[src/rtl/lj_rx_pkg.sv]
package lj_rx_pkg;
  localparam int DEF_SAMPLE_W    = 16;
  localparam int DEF_SYNC_STAGES = 2;

  typedef enum logic {
    CH_RIGHT = 1'b0,
    CH_LEFT  = 1'b1
  } lj_chan_e;
endpackage

[src/rtl/lj_rx_sync.sv]
module lj_rx_sync #(
  parameter int WIDTH  = 3,
  parameter int STAGES = 2
) (
  input  logic             clk,
  input  logic             rst_n,
  input  logic [WIDTH-1:0] d_async,
  output logic [WIDTH-1:0] d_sync
);
  logic [WIDTH-1:0] stg [STAGES];

  always_ff @(posedge clk) begin
    if (!rst_n) begin
      for (int i = 0; i < STAGES; i++) stg[i] <= '0;
    end else begin
      stg[0] <= d_async;
      for (int i = 1; i < STAGES; i++) stg[i] <= stg[i-1];
    end
  end

  assign d_sync = stg[STAGES-1];
endmodule

[src/rtl/lj_rx_bitstb.sv]
module lj_rx_bitstb (
  input  logic clk,
  input  logic rst_n,
  input  logic bclk_s,
  output logic bit_stb
);
  logic bclk_d;

  always_ff @(posedge clk) begin
    if (!rst_n) bclk_d <= 1'b0;
    else        bclk_d <= bclk_s;
  end

  assign bit_stb = bclk_d & ~bclk_s;


  single_strobe_chk: assert property (@(posedge clk) disable iff (!rst_n)
    bit_stb |=> !bit_stb);
endmodule

[src/rtl/lj_rx_deser.sv]
module lj_rx_deser
  import lj_rx_pkg::*;
#(
  parameter int SAMPLE_W = DEF_SAMPLE_W
) (
  input  logic                clk,
  input  logic                rst_n,
  input  logic                bit_stb,
  input  logic                fs_s,
  input  logic                sd_s,
  output logic                pair_stb,
  output logic [SAMPLE_W-1:0] pair_l,
  output logic [SAMPLE_W-1:0] pair_r,
  output logic                frm_err
);
  localparam int CNT_W = $clog2(SAMPLE_W + 1);
  localparam logic [CNT_W-1:0] CNT_FULL = CNT_W'(SAMPLE_W);
  localparam logic [CNT_W-1:0] CNT_LAST = CNT_W'(SAMPLE_W - 1);

  logic [CNT_W-1:0]    cnt;
  logic [SAMPLE_W-1:0] shreg;
  logic [SAMPLE_W-1:0] next_word;
  lj_chan_e            chan_last;
  logic                locked;
  logic                left_ok;

  assign next_word = {shreg[SAMPLE_W-2:0], sd_s};

  always_ff @(posedge clk) begin
    if (!rst_n) begin
      cnt       <= '0;
      shreg     <= '0;
      chan_last <= CH_LEFT;
      locked    <= 1'b0;
      left_ok   <= 1'b0;
      pair_l    <= '0;
      pair_r    <= '0;
      pair_stb  <= 1'b0;
      frm_err   <= 1'b0;
    end else begin
      pair_stb <= 1'b0;
      if (bit_stb) begin
        if (lj_chan_e'(fs_s) != chan_last) begin
          chan_last <= lj_chan_e'(fs_s);
          cnt       <= CNT_W'(1);
          shreg     <= {{(SAMPLE_W-1){1'b0}}, sd_s};
          if (locked && cnt != CNT_FULL) frm_err <= 1'b1;
          if (fs_s) begin
            locked  <= 1'b1;
            left_ok <= 1'b0;
          end
        end else if (cnt != CNT_FULL) begin
          cnt   <= cnt + CNT_W'(1);
          shreg <= next_word;
          if (cnt == CNT_LAST) begin
            if (chan_last == CH_LEFT) begin
              pair_l  <= next_word;
              left_ok <= locked;
            end else if (left_ok) begin
              pair_r   <= next_word;
              pair_stb <= 1'b1;
              left_ok  <= 1'b0;
            end
          end
        end
      end
    end
  end


  err_sticky_chk: assert property (@(posedge clk) disable iff (!rst_n)
    frm_err |=> frm_err);


  emit_on_bit_chk: assert property (@(posedge clk) disable iff (!rst_n)
    pair_stb |-> $past(bit_stb));


  locked_before_emit_chk: assert property (@(posedge clk) disable iff (!rst_n)
    pair_stb |-> locked);
endmodule

[src/rtl/lj_rx_hold.sv]
module lj_rx_hold #(
  parameter int SAMPLE_W = 16
) (
  input  logic                clk,
  input  logic                rst_n,
  input  logic                in_stb,
  input  logic [SAMPLE_W-1:0] in_l,
  input  logic [SAMPLE_W-1:0] in_r,
  output logic                out_valid,
  input  logic                out_ready,
  output logic [SAMPLE_W-1:0] out_l,
  output logic [SAMPLE_W-1:0] out_r
);
  always_ff @(posedge clk) begin
    if (!rst_n) begin
      out_valid <= 1'b0;
      out_l     <= '0;
      out_r     <= '0;
    end else if (in_stb) begin
      out_valid <= 1'b1;
      out_l     <= in_l;
      out_r     <= in_r;
    end else if (out_valid && out_ready) begin
      out_valid <= 1'b0;
    end
  end


  hold_stable_chk: assert property (@(posedge clk) disable iff (!rst_n)
    (out_valid && !out_ready && !in_stb) |=> (out_valid && $stable(out_l) && $stable(out_r)));


  load_chk: assert property (@(posedge clk) disable iff (!rst_n)
    in_stb |=> (out_valid && out_l == $past(in_l) && out_r == $past(in_r)));
endmodule

[src/rtl/lj_audio_rx.sv]
module lj_audio_rx
  import lj_rx_pkg::*;
#(
  parameter int SAMPLE_W    = DEF_SAMPLE_W,
  parameter int SYNC_STAGES = DEF_SYNC_STAGES
) (
  input  logic                clk,
  input  logic                rst_n,
  input  logic                ser_bclk,
  input  logic                ser_fsync,
  input  logic                ser_data,
  output logic                out_valid,
  input  logic                out_ready,
  output logic [SAMPLE_W-1:0] out_left,
  output logic [SAMPLE_W-1:0] out_right,
  output logic                frame_err
);
  localparam int SER_W = 3;

  logic [SER_W-1:0]    ser_s;
  logic                bit_stb;
  logic                pair_stb;
  logic [SAMPLE_W-1:0] pair_l;
  logic [SAMPLE_W-1:0] pair_r;

  lj_rx_sync #(.WIDTH(SER_W), .STAGES(SYNC_STAGES)) u_sync (
    .clk     (clk),
    .rst_n   (rst_n),
    .d_async ({ser_bclk, ser_fsync, ser_data}),
    .d_sync  (ser_s)
  );

  lj_rx_bitstb u_bitstb (
    .clk     (clk),
    .rst_n   (rst_n),
    .bclk_s  (ser_s[2]),
    .bit_stb (bit_stb)
  );

  lj_rx_deser #(.SAMPLE_W(SAMPLE_W)) u_deser (
    .clk      (clk),
    .rst_n    (rst_n),
    .bit_stb  (bit_stb),
    .fs_s     (ser_s[1]),
    .sd_s     (ser_s[0]),
    .pair_stb (pair_stb),
    .pair_l   (pair_l),
    .pair_r   (pair_r),
    .frm_err  (frame_err)
  );

  lj_rx_hold #(.SAMPLE_W(SAMPLE_W)) u_hold (
    .clk       (clk),
    .rst_n     (rst_n),
    .in_stb    (pair_stb),
    .in_l      (pair_l),
    .in_r      (pair_r),
    .out_valid (out_valid),
    .out_ready (out_ready),
    .out_l     (out_left),
    .out_r     (out_right)
  );


  reset_quiet_chk: assert property (@(posedge clk)
    !rst_n |=> (!out_valid && !frame_err));
endmodule

[config.mk]
export PLATFORM = sky130hd
export DESIGN_NAME = lj_audio_rx
export DESIGN_NICKNAME = d
export VERILOG_FILES = /design/src/rtl/lj_rx_pkg.sv /design/src/rtl/lj_rx_sync.sv /design/src/rtl/lj_rx_bitstb.sv /design/src/rtl/lj_rx_deser.sv /design/src/rtl/lj_rx_hold.sv /design/src/rtl/lj_audio_rx.sv
export SDC_FILE = /design/constraint.sdc
export NUM_CORES = 1
export LEC_CHECK = 0
export BUFFER_PORTS_ARGS = -buffer_cell sky130_fd_sc_hd__buf_2
export CELL_PAD_IN_SITES_DETAIL_PLACEMENT = 0
export CELL_PAD_IN_SITES_GLOBAL_PLACEMENT = 1
export CORE_MARGIN = 2
export CORE_UTILIZATION = 41
export CTS_BUF_LIST = sky130_fd_sc_hd__clkbuf_8 sky130_fd_sc_hd__clkbuf_16
export DETAILED_ROUTE_END_ITERATION = 6
export PLACE_DENSITY_LB_ADDON = 0.1
export SYNTH_ARGS = -nofsm -noshare
export SYNTH_HDL_FRONTEND = slang
export SYNTH_SLANG_ARGS = --single-unit
[constraint.sdc]
create_clock -name clk -period 1.9 [get_ports clk]
set_clock_uncertainty 0.15 [all_clocks]
set_input_delay 0.285 -clock clk [delete_from_list [all_inputs] [get_ports clk]]
set_output_delay 0.285 -clock clk [all_outputs]
set_load 0.02 [all_outputs]
## Word-level counts from Yosys, hierarchy flattened

Memories as Yosys holds them, arrays and structs flattened.
Cells that the tools add are included.

- $add $sub $neg: 1
- Eq/ne operators: 4
- Multiplexer cells: 16
- Bitwise logic cells: 10
- Reduce and logical (&&, ||, !) cells: 13

Operators by type and width:

| operator | number |
|---|---|
| two-way mux 15 bit | 2 |
| two-way mux 1 bit | 10 |
| two-way mux 5 bit | 2 |
| inverter 1 bit | 7 |
| two-way mux 3 bit | 2 |
| AND reduction 3 bit | 2 |
| AND reduction 6 bit | 1 |
| nonzero test 2 bit | 3 |
| OR reduction 6 bit | 1 |
| adder 5 x 1 -> 5 bit, second input constant | 1 |
| equality test 5 x 4 -> 1 bit, second input constant | 1 |
| != test 5 bit, second input constant | 1 |
| AND reduction 5 bit | 1 |
| AND reduction 2 bit | 2 |
| AND reduction 4 bit | 1 |
| logical AND 1 bit | 2 |
| != test 2 bit, second input constant | 1 |
| bitwise OR 1 bit | 2 |
| AND 1 bit | 1 |
| != test 1 bit | 1 |

- Register bits after elaboration: 91
- Bits in writable memories: 6
- Output and inout port bits: 34
- Word-level logic and storage cells: 58
- Memories kept: 1

Memory list:

| memory | depth | width | read ports | clocked after memory_dff | wr ports | RTL line | RTL |
|---|---|---|---|---|---|---|---|
| u_sync.stg | 2 | 3 | 2 | 0 | 2 | lj_rx_sync.sv:10 | `logic [WIDTH-1:0] stg [STAGES];` |

## Logic depth before layout (Yosys ltp)

An unclocked memory read counts as a cell.

- Depth in word-level cells: 5
- Mapped depth: 8

## Cells and area by module

From an unflattened synthesis, not the netlist that was laid out.

- Cell total of the unflattened synthesis: 400
- Area total of the unflattened synthesis: 4002.6 um2

By module, submodules not included:

| module | instances | cells an instance | area each (um2) | seq. area each (um2) |
|---|---|---|---|---|
| lj_rx_deser | 1 | 276 | 2508.7 | 1141.1 |
| lj_rx_hold | 1 | 106 | 1277.5 | 660.6 |
| lj_rx_sync | 1 | 15 | 180.2 | 120.1 |
| lj_rx_bitstb | 1 | 3 | 36.3 | 20.0 |

## Least setup slack after synthesis

OpenSTA, ideal clock, no wires.

- Kind: register to register
- From: register u_deser.cnt[0]
- To: register u_deser.pair_l[10]
- Library setup time: 0.072 ns
- Arrival: 1.775 ns
- Required time: 1.678 ns
- Path slack: -0.096 ns
- Stages on the path, launching flop included: 8
- Buffers on the path: 1
- Period minus slack after synthesis: 1.996 ns
- Cells stage by stage: dfxtp_1 -> ha_1 -> and3_2 -> ha_1 -> nand2_1 -> nor4_4 -> buf_6 -> mux2i_1

- Longest elaborated chain between the ends: 2
- Elaborated cells between the ends (all ways): 3
- Classes of those cells: 2 x eq/ne; 1 x reduce/logical

Ends and longest elaborated chain:

| element | RTL line | RTL |
|---|---|---|
| start, declared | lj_rx_deser.sv:20 | `logic [CNT_W-1:0] cnt;` |
| start signal, assigned | lj_rx_deser.sv:53 | `cnt <= cnt + CNT_W'(1);` |
| equality test 5 x 4 -> 1 bit / != test 5 bit (equally long branches) | lj_rx_deser.sv:55, lj_rx_deser.sv:52 |  |
| AND reduction 5 bit (no source line) (*) | -- |  |
| end signal, assigned | lj_rx_deser.sv:57 | `pair_l <= next_word;` |
| end, declared | lj_rx_deser.sv:12 | `output logic [SAMPLE_W-1:0] pair_l,` |

Mark *: on every way between the ends. The rest lies on a longest branch, timed or not.
A chain may end at the register's enable or synchronous reset.

## Worst setup path after layout

- From: register u_deser.cnt[0]
- To: register u_deser.pair_l[1]

The elaborated chain is that of the path after synthesis.

==> metrics.txt <==
XOR/XNOR Fraction of Synth Area 0%; Critical path destination u_deser.pair_l[1]$_SDFFE_PN0P_; critical path launch point type register; leakage power between 1.5 and 2 nW; RSZ-0062 raised after global routing false; reg2reg end u_deser.pair_l[1]$_SDFFE_PN0P_; Synth warnings 0; syn_nets between 300 and 400; pre-CTS setup slack slightly above 0.09 ns; Die H 97.85 um; Clock power frac 37.5%; Yosys cell types 35; Worst Path Arrival ~2 ns; period utilization a little over nine tenths; largest net degree at the start of global routing slightly below 60; M1 GR Usage 21.39%; DR pass1 iterations 4; commonest cells in the netlist 97 x dfxtp_1, 65 x mux2i_1, 54 x nand2_1, 36 x nor2b_1, 15 x o22ai_1; Pint 0.002675 W; sw power approximately 0.00074 W; Max VDD drop around 0.36 mV; wire per inst roughly 14 um; area share of fa/ha/maj cells after synthesis 1.733%; residual DRC count 0; CP startpoint u_deser.cnt[0]$_SDFFE_PN0P_; Hold Crit Class input pin to register; final setup margin approximately 0.067 ns; met2 Resource Use GR between 20% and 30%; I/O pins 40; clk sinks 97; IO buf count 39; RR Startpoint u_deser.cnt[0]$_SDFFE_PN0P_; met3 GRT Util under 10%; sequential share of the synthesized area ~54%; H-tree depth 3; Sw Share between 20% and 30%; ys flop type dfxtp_1; sequential share of power roughly three fifths; Vias ~2400; minimum clock period around 1.8 ns; busiest layer in global routing met1; Max Cap Violations 0; clock slew at reported path FFs roughly 0.090 ns; R2R depth 7; Syn Inst Count between 300 and 400; Initial Utilization a little over two fifths; top-count cell post-synth dfxtp_1; total routed wirelength roughly 7000 um; fmax around 550 MHz; Slew Limit Fails 0; outcome completed; TritonCTS Buffers 9; total core area 8636 sq um; Yosys top cell by area dfxtp_1; ANT nets after route 0; clk buf depth 2; Cell Area, Synth about 3600 sq um; area fraction of the dominant cell type after synthesis 53.78%; latest clock arrival within the worst-skew pair between 0.3 and 0.4 ns; number of global-route vias before repair 2191; Slew @ Worst Pin around 0.32 ns; number of enable flip-flop cells after synthesis 0; combinational share of power under 10%; mux contribution to synthesized area 18.02%; Worst Path Max Fanout 8; PD cells ~800 nW/um^2; fin nets 396; Yosys reg bits 97; reg-to-reg setup timing slack 0.07 ns; Avg Cell Area, Syn 10.59 sq um; setup TNS 0 ns; CTS tree yes; Setup violations, final 0; endpoints failing hold 0; Final GP Congestion 0.7228; crit path kind register to register; initial antenna violation count 0; DP Wirelength roughly 4200 um; compound-cell area share of the yosys netlist between 5 and 6%; area grow syn2layout 18.64%; DR iter-0 viols between 100 and 150; Area contributors post-synth dfxtp_1 54%, mux2i_1 18%, nor2b_1 6.2%, nand2_1 5.6%, o22ai_1 2.6%; FFs w/ async S/R, synth 0%; # diodes 0; Avg Vias per Cell about 4.8; Worst slew margin between 70% and 80%; largest family of logic cells by synthesized area multiplexers; share of cells above drive strength 1 a little over a fifth; die width ~100 um; Congestion Overflow GR 0; Die Footprint about 9600 sq um; total track usage between 10 and 15%; global-route wire length before repair 11250 um; Worst Path Required slightly above 2 ns; critical path capture point type register; simple-gate share of the synthesized area between 10% and 20%; root buffer cell clkbuf_8; Row Count 34
[placed cells by master, fill, tap and decap left out, drive strengths merged, types with 3 or more instances in the layout]
master,Yosys,final
inv,5,6
nor2b,36,36
mux2i,65,65
o21ai,4,4
ha,5,5
nand2,54,54
dlygate4sd3,0,3
o22ai,15,15
nand3,3,3
and2,8,8
dfxtp,97,97
buf,11,52
clkbuf,12,10
[worst min-delay path by stage]
stage          cells past startpoint                       endpoint  slack, ns                        start
2_1_floorplan                      1    u_sync.stg[0][3]$_SDFF_PN0_       0.26  u_sync.stg[0][0]$_SDFF_PN0_
3_3_place_gp                       1    u_sync.stg[0][3]$_SDFF_PN0_       0.27  u_sync.stg[0][0]$_SDFF_PN0_
3_5_place_dp                       1    u_sync.stg[0][3]$_SDFF_PN0_       0.27  u_sync.stg[0][0]$_SDFF_PN0_
4_1_cts                            3  u_hold.out_valid$_SDFFE_PN0P_       0.07                    out_ready
5_1_grt                            3  u_hold.out_valid$_SDFFE_PN0P_       0.09                    out_ready
6_report                           3  u_hold.out_valid$_SDFFE_PN0P_       0.09                    out_ready
[critical path: stages (launching register included)]
cell and delay (ns):
dfxtp_4 0.38, inv_1 0.05, ha_1 0.20, and4bb_4 0.22
nor4_4 0.24, buf_4 0.19, clkbuf_16 0.17, mux2i_1 0.18
[cell families (layout without fill, tap and decap cells)]
family	after synthesis	after routing
mux	65	65
compound gates	29	29
buf+inv	28	75
fa+ha+maj	5	5
flops	97	97
simple gates	117	117
[final cells by class]
class / instances / area (sq um)
clock buffers: 9 / 123.9
fillers: 822 / 4352
flip-flops and latches: 97 / 1952
multi-input cells: 216 / 1587
repair buffers: 56 / 410.4
well taps: 108 / 135.1
inverters: 5 / 18.77
clock inverters: 5 / 57.56
[registers in the layout (all words and copies together), names as in the netlist, 5 cells and up]
| register | count |
|---|---|
| u_deser.pair_l | 16 |
| u_hold.out_r | 16 |
| u_deser.shreg | 15 |
| u_deser.pair_r | 16 |
| u_deser.cnt | 5 |
| u_sync.stg | 6 |
| u_hold.out_l | 16 |
[metal layers]
layer  vias to the layer above  part of all wire [%]
met4                         0                   1.3
met1                      1070                    54
met5                         -                     0
met2                        35                    41
li1                       1250                     -
met3                         8                   2.8
[timing repair]
item	CTS	global route
setup buffers	0	1
setup endpoints to repair	0	11
gates resized for setup	0	1
hold buffers	3	0
endpoints found under the hold margin	3	0
[power groups by stage]
stage	clock network, W	registers [W]	logic (W)
6_report	0.00128	0.00204	0.0000928
2_1_floorplan	0	0.00209	0.0000599
3_5_place_dp	0	0.00209	0.0000880
4_1_cts	0.00132	0.00204	0.0000931
3_3_place_gp	0	0.00209	0.0000889
5_1_grt	0.00141	0.00204	0.000102
[per-stage QoR]
step | total power, W | cells | hold slack (ns) | utilization (%) | instance area (sq um)
2_1_floorplan | 0.002148 | 341 | 0.2619 | - | 3662
3_3_place_gp | 0.002178 | 477 | 0.2728 | 46.75 | 4038
3_5_place_dp | 0.002178 | 477 | 0.2714 | 46.75 | 4038
4_1_cts | 0.003460 | 494 | 0.07376 | 49.20 | 4249
5_1_grt | 0.003559 | 496 | 0.09165 | 49.61 | 4284
6_report | 0.003415 | 496 | 0.08958 | 49.61 | 4284
No activity file was read; power rests on OpenSTA's default activity.
